`config.mk`:
```
export PLATFORM = sky130hd
export DESIGN_NAME = hrf_rx_tag_fifo
export DESIGN_NICKNAME = d
export VERILOG_FILES = /design/src/rtl/hrf_pkg.sv /design/src/rtl/hrf_store.sv /design/src/rtl/hrf_admit.sv /design/src/rtl/hrf_irq.sv /design/src/rtl/hrf_rx_tag_fifo.sv
export SDC_FILE = /design/constraint.sdc
export NUM_CORES = 1
export LEC_CHECK = 0
export BUFFER_PORTS_ARGS = -buffer_cell sky130_fd_sc_hd__buf_2
export CAP_MARGIN = 5
export CORE_MARGIN = 3
export CORE_UTILIZATION = 41
export DETAILED_ROUTE_END_ITERATION = 10
export PLACE_DENSITY_LB_ADDON = 0.2
export REMOVE_ABC_BUFFERS = 1
export SLEW_MARGIN = 10
export SYNTH_ARGS = -nofsm -noshare
export SYNTH_HDL_FRONTEND = slang
export SYNTH_SLANG_ARGS = --single-unit
```
`constraint.sdc`:
```
create_clock -name clk -period 6.2 [get_ports clk]
set_input_delay 1.86 -clock clk [delete_from_list [all_inputs] [get_ports clk]]
set_output_delay 1.86 -clock clk [all_outputs]
set_load 0.005 [all_outputs]
```
`src/rtl/hrf_pkg.sv`:
```
package hrf_pkg;
    typedef enum logic [1:0] {
        TAG_MID     = 2'b00,
        TAG_BOP     = 2'b01,
        TAG_EOP_OK  = 2'b10,
        TAG_EOP_BAD = 2'b11
    } tag_e;

    function automatic logic tag_is_end(input logic [1:0] t);
        return t[1];
    endfunction
endpackage

```
`src/rtl/hrf_store.sv`:
```
module hrf_store #(
    parameter int DEPTH = 16,
    parameter int W     = 10,
    localparam int AW   = $clog2(DEPTH)
) (
    input  logic          clk,
    input  logic          we,
    input  logic [AW-1:0] waddr,
    input  logic [W-1:0]  wdata,
    input  logic [AW-1:0] raddr,
    output logic [W-1:0]  rdata
);
    logic [W-1:0] cell_q [DEPTH];

    for (genvar i = 0; i < DEPTH; i++) begin : g_cell
        always_ff @(posedge clk) begin
            if (we && (waddr == AW'(i))) begin
                cell_q[i] <= wdata;
            end
        end
    end

    assign rdata = cell_q[raddr];
endmodule

```
`src/rtl/hrf_admit.sv`:
```
module hrf_admit
    import hrf_pkg::*;
(
    input  logic       clk,
    input  logic       rst_n,
    input  logic       rx_en,
    input  logic       wr_valid,
    input  logic [1:0] wr_tag,
    input  logic       room,
    output logic       accept
);
    typedef struct packed {
        logic open;
    } adm_t;

    adm_t st_d, st_q;

    always_comb begin
        st_d   = st_q;
        accept = 1'b0;
        if (wr_valid) begin
            if (wr_tag == TAG_BOP) begin
                accept    = rx_en && room;
                st_d.open = rx_en && room;
            end else if (st_q.open) begin
                if (room) begin
                    accept    = 1'b1;
                    st_d.open = !tag_is_end(wr_tag);
                end else begin
                    st_d.open = 1'b0;
                end
            end
        end
    end

    always_ff @(posedge clk or negedge rst_n) begin
        if (!rst_n) st_q <= '0;
        else        st_q <= st_d;
    end
endmodule

```
`src/rtl/hrf_irq.sv`:
```
module hrf_irq (
    input  logic       clk,
    input  logic       rst_n,
    input  logic       end_written,
    input  logic       end_at_head,
    input  logic [1:0] clr,
    output logic       eopd,
    output logic       eopr
);
    typedef struct packed {
        logic eopd;
        logic eopr;
        logic head_prev;
    } irq_t;

    irq_t st_d, st_q;

    always_comb begin
        st_d.eopd      = end_written | (st_q.eopd & ~clr[0]);
        st_d.eopr      = (end_at_head & ~st_q.head_prev) | (st_q.eopr & ~clr[1]);
        st_d.head_prev = end_at_head;
    end

    always_ff @(posedge clk or negedge rst_n) begin
        if (!rst_n) st_q <= '0;
        else        st_q <= st_d;
    end

    assign eopd = st_q.eopd;
    assign eopr = st_q.eopr;
endmodule

```
`src/rtl/hrf_rx_tag_fifo.sv`:
```
module hrf_rx_tag_fifo
    import hrf_pkg::*;
#(
    parameter int DEPTH  = 16,
    parameter int DATA_W = 8,
    localparam int AW    = $clog2(DEPTH),
    localparam int CW    = $clog2(DEPTH + 1),
    localparam int EW    = DATA_W + 2
) (
    input  logic              clk,
    input  logic              rst_n,
    input  logic              rx_en,
    input  logic              wr_valid,
    input  logic [DATA_W-1:0] wr_data,
    input  logic [1:0]        wr_tag,
    input  logic              rd_pop,
    output logic [DATA_W-1:0] rd_data,
    output logic [1:0]        rd_tag,
    output logic              empty,
    output logic              full,
    output logic [CW-1:0]     count,
    input  logic [1:0]        irq_clr,
    output logic              irq_eopd,
    output logic              irq_eopr
);
    typedef struct packed {
        logic [AW-1:0] wptr;
        logic [AW-1:0] rptr;
        logic [CW-1:0] cnt;
    } ptr_t;

    ptr_t st_d, st_q;
    logic do_pop, do_push, room;
    logic [EW-1:0] head;

    assign empty  = (st_q.cnt == '0);
    assign full   = (st_q.cnt == CW'(DEPTH));
    assign count  = st_q.cnt;
    assign do_pop = rd_pop && !empty;
    assign room   = !full || do_pop;

    hrf_admit u_admit (
        .clk      (clk),
        .rst_n    (rst_n),
        .rx_en    (rx_en),
        .wr_valid (wr_valid),
        .wr_tag   (wr_tag),
        .room     (room),
        .accept   (do_push)
    );

    hrf_store #(.DEPTH(DEPTH), .W(EW)) u_store (
        .clk   (clk),
        .we    (do_push),
        .waddr (st_q.wptr),
        .wdata ({wr_data, wr_tag}),
        .raddr (st_q.rptr),
        .rdata (head)
    );

    assign rd_data = head[EW-1:2];
    assign rd_tag  = head[1:0];

    always_comb begin
        st_d = st_q;
        if (do_push) st_d.wptr = st_q.wptr + AW'(1);
        if (do_pop)  st_d.rptr = st_q.rptr + AW'(1);
        st_d.cnt = st_q.cnt + CW'(do_push) - CW'(do_pop);
    end

    always_ff @(posedge clk or negedge rst_n) begin
        if (!rst_n) st_q <= '0;
        else        st_q <= st_d;
    end

    hrf_irq u_irq (
        .clk         (clk),
        .rst_n       (rst_n),
        .end_written (do_push && tag_is_end(wr_tag)),
        .end_at_head (!empty && tag_is_end(rd_tag)),
        .clr         (irq_clr),
        .eopd        (irq_eopd),
        .eopr        (irq_eopr)
    );
endmodule

```
# Word level (Yosys, flattened, before mapping)
# Memories as Yosys holds them, arrays and structs flattened.
# Cells that the tools add are included.
dict set report classes {
  n_addsub 4
  n_eq_ne 17
  mux 84
  bitwise 8
  reduce_logical 41
}
# operator count
set op_table {}
lappend op_table {{10-bit two-way mux} 15}
lappend op_table {{10-bit OR reduction} 15}
lappend op_table {{4-bit two-way mux} 15}
lappend op_table {{1-bit two-way mux} 54}
lappend op_table {{4-bit equality test, second input constant} 8}
lappend op_table {{1-bit logical AND} 20}
lappend op_table {{4-bit by 3-bit equality test with 1-bit output, second input constant} 4}
lappend op_table {{4-bit by 1-bit adder with 4-bit output, second input constant} 2}
lappend op_table {{4-bit by 2-bit equality test with 1-bit output, second input constant} 2}
lappend op_table {{5-bit by 1-bit adder with 5-bit output} 1}
lappend op_table {{5-bit equality test, second input constant} 1}
lappend op_table {{5-bit zero test} 1}
lappend op_table {{5-bit by 1-bit subtractor with 5-bit output} 1}
lappend op_table {{4-bit by 1-bit equality test with 1-bit output, second input constant} 1}
lappend op_table {{4-bit zero test} 1}
lappend op_table {{1-bit AND} 3}
lappend op_table {{1-bit zero test} 3}
lappend op_table {{1-bit inverter} 3}
lappend op_table {{2-bit by 1-bit equality test with 1-bit output, second input constant} 1}
lappend op_table {{1-bit bitwise OR} 2}
lappend op_table {{1-bit logical OR} 1}
dict set report totals {
  regBits 17
  ramBits 160
  inputBits 17
  elab_cells 162
  memories 1
  out_inout_bits 19
}
# memory depth word_bits rd rd_clocked_by_memory_dff write_ports line_no
set mem_list {}
lappend mem_list {u_store.cell_q 16 10 1 0 1 hrf_store.sv:13} ;# logic [W-1:0] cell_q [DEPTH];

# Depth between registers and ports, before layout
dict set report depth {
  ltp_word 27
  depth_mapped 15
}

# Cells and area by module
# From an unflattened synthesis, not the netlist that was laid out.
dict set report hier_totals {
  hier_cells 349
  area_unflattened_um2 7073.0
}
# mod cells_each instances seq_area_each_um2 area_per_inst_um2
set modules_own_cells {}
lappend modules_own_cells {hrf_store 269 1 4804.6 6153.4}
lappend modules_own_cells {hrf_rx_tag_fifo 62 1 325.3 733.2}
lappend modules_own_cells {hrf_irq 8 1 75.1 106.4}
lappend modules_own_cells {hrf_admit 10 1 25.0 80.1}

# Worst setup path after synthesis
# Ideal clock, no wire load.
dict set report synth_timing {
  path_type {input to register}
  start {input port wr_tag[0]}
  end {memory u_store.cell_q[0][0], enable pin}
  stages 5
  path_buffers 0
  t_required_ps 5793
  path_slack_ps 2200
  t_arrival_ps 3592
  setup_time_ps 407
  path_cell_list {or3b_1 o211ai_1 nor2_1 inv_2 nor4b_1}
}
dict set report synth_between {
  elab_chain_cells 22
  word_cells_on_any_way 96
}
# element line_no
set synth_lines {}
lappend synth_lines {{start, declared} hrf_rx_tag_fifo.sv:15} ;# input logic [1:0] wr_tag,
lappend synth_lines {{2-bit by 1-bit equality test with 1-bit output *} hrf_admit.sv:22} ;# if (wr_tag == TAG_BOP) begin
lappend synth_lines {{1-bit two-way mux *} hrf_admit.sv:22}
lappend synth_lines {{1-bit two-way mux *} hrf_admit.sv:21} ;# if (wr_valid) begin
lappend synth_lines {{1-bit logical AND} hrf_store.sv:17} ;# if (we && (waddr == AW'(i))) begin
lappend synth_lines {{1-bit two-way mux} hrf_store.sv:17}
lappend synth_lines {{1-bit two-way mux (not written as such)} hrf_store.sv:18} ;# cell_q[i] <= wdata;
lappend synth_lines {{10-bit OR reduction (no line)} n/a}
lappend synth_lines {{4-bit two-way mux (no line) / 1-bit two-way mux (equally long branches) (15 in a row)} n/a}
lappend synth_lines {{end, declared} hrf_store.sv:13}
# Every way passes the cells marked *; elsewhere a longest branch is shown, timed or not.

# Worst setup path after layout
dict set report layout_timing {
  start {register st_q[5] (netlist bit)}
  end {output port rd_tag[0]}
}
dict set report layout_between {
  elab_chain_cells 1
}
# element line_no
set layout_lines {}
lappend layout_lines {{start, declared} hrf_rx_tag_fifo.sv:32} ;# ptr_t st_d, st_q;
lappend layout_lines {{start signal, assigned} hrf_rx_tag_fifo.sv:73} ;# else st_q <= st_d;
lappend layout_lines {{memory read 16 x 10 bit} n/a}
lappend layout_lines {{end, declared} hrf_rx_tag_fifo.sv:18} ;# output logic [1:0] rd_tag,
# Every way passes these cells.

==> results.json <==
{
  "rr_endpoint": "count[4]$_DFF_PN0_",
  "synth_fa_ha_area_share_pct": 2.22,
  "cts_max_level": 4,
  "viasPerCell": 5.29,
  "drt-total-wl_um": 13800,
  "numCtsBuffers": 17,
  "yosysWarnings": 0,
  "dieArea_mm2": 0.0189,
  "nets": 401,
  "swShare_pct": 27.7,
  "p_leak_nw": 2.71,
  "antenna_found_initial": 0,
  "cap_violations": 0,
  "dr.pass1.iters": 4,
  "synth_cell_type_count": 35,
  "drc": 0,
  "cp.required_ns": 4.34,
  "areaGrowthSynthToFinish_pct": 14.1,
  "insertion_delay_ns": 0.42,
  "final_cell_mix": "edfxtp_1, mux4_2, buf_2",
  "final.setup.tns_ns": 0,
  "final_max_slew_viol_count": 0,
  "first_iter_violations": 291,
  "grt_pass1_wl_um": 20700,
  "ant_nets": 0,
  "p_int_mw": 2.50,
  "cp_max_fo": 22,
  "cts_tree": "built",
  "drive_gt1_share_pct": 33.9,
  "synthXorXnorAreaFrac_pct": 1.23,
  "synth_edf_count": 160,
  "final_hold_viol_count": 0,
  "synth_top_family_by_area": "multiplexers",
  "hp-class": "flip-flop to flip-flop",
  "dpl-instance-area_mm2": 0.00757,
  "relSlewSlack_pct": 35.1,
  "p_seq_share_pct": 45.9,
  "setup_viol": 0,
  "status": "finished clean",
  "path_clk_slew_ns": 0.06,
  "fin_util_pct": 48.3,
  "r2r_cells": 15,
  "place.gp.congestion": 0.784,
  "core.rowCount": 47,
  "diodes": 0,
  "path_class": "flip-flop to output pin",
  "post_cts_resized": 0,
  "grt_max_degree": 26,
  "ios": 36,
  "dp_hpwl_um": 8040,
  "gr-total-overflow": 0,
  "worst_slew_pin_slew_ns": 0.974,
  "pwr-share-comb_pct": 25.6,
  "first_global_vias": 3384,
  "synth_ff_type": "edfxtp_1",
  "syn_area_mm2": 0.00710,
  "cts_sinks": 177,
  "hold_end": "u_irq.eopd$_DFF_PN0_",
  "synth_seq_area_share_pct": 73.6,
  "hp-start": "u_irq.eopd$_DFF_PN0_",
  "power_density_mw_per_mm2": 427,
  "crit_arrival_ns": 2.92,
  "wl_per_cell_um": 22.9,
  "num_vias": 3189,
  "synth_seq_cells": 177,
  "max-vdd-ir-drop_uv": 259,
  "async_flop_share_pct": 9.60,
  "r2r_slack_ns": 2.98,
  "period_needed_ns": 4.78,
  "rsz0062_at_grt": "false",
  "finalCritPeriodShare_pct": 77.0,
  "coreArea_mm2": 0.0168,
  "switchingPower_uw": 956,
  "track_usage_pct": 15.8,
  "worst_clock_skew_ns": 0.00929,
  "avgSynthCellArea_um2": 21.7,
  "synth_cells": 327,
  "cts_hold_buf": 0,
  "cts_root_buffer": "clkbuf_16",
  "synth_simple_gate_area_share_pct": 3.28,
  "die_y_um": 138,
  "final_area_mm2": 0.00810,
  "mostFrequentLayoutCell": "edfxtp_1",
  "clockPowerShare_pct": 28.5,
  "clock_path_buffers": 2,
  "synthMuxAreaShare_pct": 16.3,
  "start_kind": "flip-flop",
  "start_util_pct": 42.4,
  "cts_setup_buffers": 0,
  "synth_compound_area_share_pct": 0.740,
  "r2r-start": "count[2]$_DFF_PN0_",
  "die_w_um": 138,
  "end_kind": "output pin",
  "fmax_ghz": 0.209,
  "port_buffers": 35,
  "hold_path_depth": 1
}
==> synthesized netlist by cell type (2+ instances only) <==
| master | count | area share (%) |
|---|---|---|
| dfrtp_1 | 17 | 6.0 |
| mux2_1 | 2 | 0.32 |
| buf_4 | 5 | 0.53 |
| mux4_2 | 48 | 15 |
| nor2b_1 | 3 | 0.26 |
| clkbuf_1 | 6 | 0.32 |
| nor4_1 | 5 | 0.44 |
| xnor2_1 | 6 | 0.74 |
| inv_1 | 15 | 0.79 |
| a21oi_1 | 2 | 0.14 |
| nand2_1 | 3 | 0.16 |
| nor2_1 | 2 | 0.11 |
| inv_2 | 2 | 0.11 |
| mux4_1 | 2 | 0.74 |
| edfxtp_1 | 160 | 68 |
| nor4b_1 | 4 | 0.49 |
| and4_1 | 8 | 0.99 |
| xor2_1 | 4 | 0.49 |
| ha_1 | 11 | 1.9 |
| buf_6 | 3 | 0.48 |
| buf_2 | 5 | 0.35 |
==> per-stage QoR <==
step / total power [mW] / setup slack, ns / std cells / hold slack [ns]
4_1_cts: 3.51 / 1.32 / 603 / 0.512
2_1_floorplan: 2.18 / 1.62 / 307 / 0.475
3_3_place_gp: 2.51 / 1.54 / 573 / 0.485
3_5_place_dp: 2.52 / 1.46 / 573 / 0.486
5_1_grt: 3.63 / 1.21 / 603 / 0.528
6_report: 3.46 / 1.42 / 603 / 0.511
==> worst max-delay path, cell delays in order, from the launching register on <==
cell and delay, ns:
dfrtp_2 0.83, buf_4 0.45, mux4_2 0.55, mux4_2 0.50, buf_2 0.15
==> registers in the layout (all words and copies together) (netlist names) <==
name / flops
u_irq.eopr: 1
count: 5
u_irq.st_q: 1
st_q: 8
u_admit.st_q: 1
u_store.cell_q: 160
u_irq.eopd: 1
==> area by class of cell <==
| class | instances | area [µm²] |
|---|---|---|
| clock buffers | 23 | 448 |
| clock inverters | 7 | 87.6 |
| fillers | 1402 | 8660 |
| inverters | 17 | 63.8 |
| multi-input cells | 113 | 1740 |
| flip-flops and latches | 177 | 5230 |
| well taps | 220 | 275 |
| repair buffers | 46 | 258 |
==> how the worst max path moves through the flow <==
stage,startpoint,endpoint,slack (ns)
2_1_floorplan,st_q[5]$_DFFE_PN0N_,rd_data[0],1.62
3_3_place_gp,wr_tag[1],count[4]$_DFF_PN0_,1.54
3_5_place_dp,wr_tag[1],count[4]$_DFF_PN0_,1.46
4_1_cts,st_q[5]$_DFFE_PN0N_,rd_data[0],1.32
5_1_grt,st_q[5]$_DFFE_PN0N_,rd_data[0],1.21
6_report,st_q[5]$_DFFE_PN0N_,rd_tag[0],1.42
==> cells by family after synthesis <==
group                    Yosys count
flip-flops                       177
buffers and inverters             37
AO/OA/AOI/OAI                      8
multiplexers                      52
adder cells (fa/ha/maj)           12
XOR/XNOR                          10
AND/OR/NAND/NOR                   31
==> power groups by stage <==
stage | registers [mW] | logic [mW] | clock network (mW)
6_report | 1.59 | 0.884 | 0.985
5_1_grt | 1.62 | 0.961 | 1.05
4_1_cts | 1.60 | 0.905 | 1.01
3_5_place_dp | 1.62 | 0.900 | 0
3_3_place_gp | 1.62 | 0.894 | 0
2_1_floorplan | 1.59 | 0.589 | 0
==> metal layers <==
metal	vias up	wire, µm	global-route usage (%)
li1	1429	-	-
met2	75	6800	24.8
met5	-	0	0
met3	9	665	3.47
met1	1676	6200	22.0
met4	0	161	5.76
(Power assumes the default switching activity.)
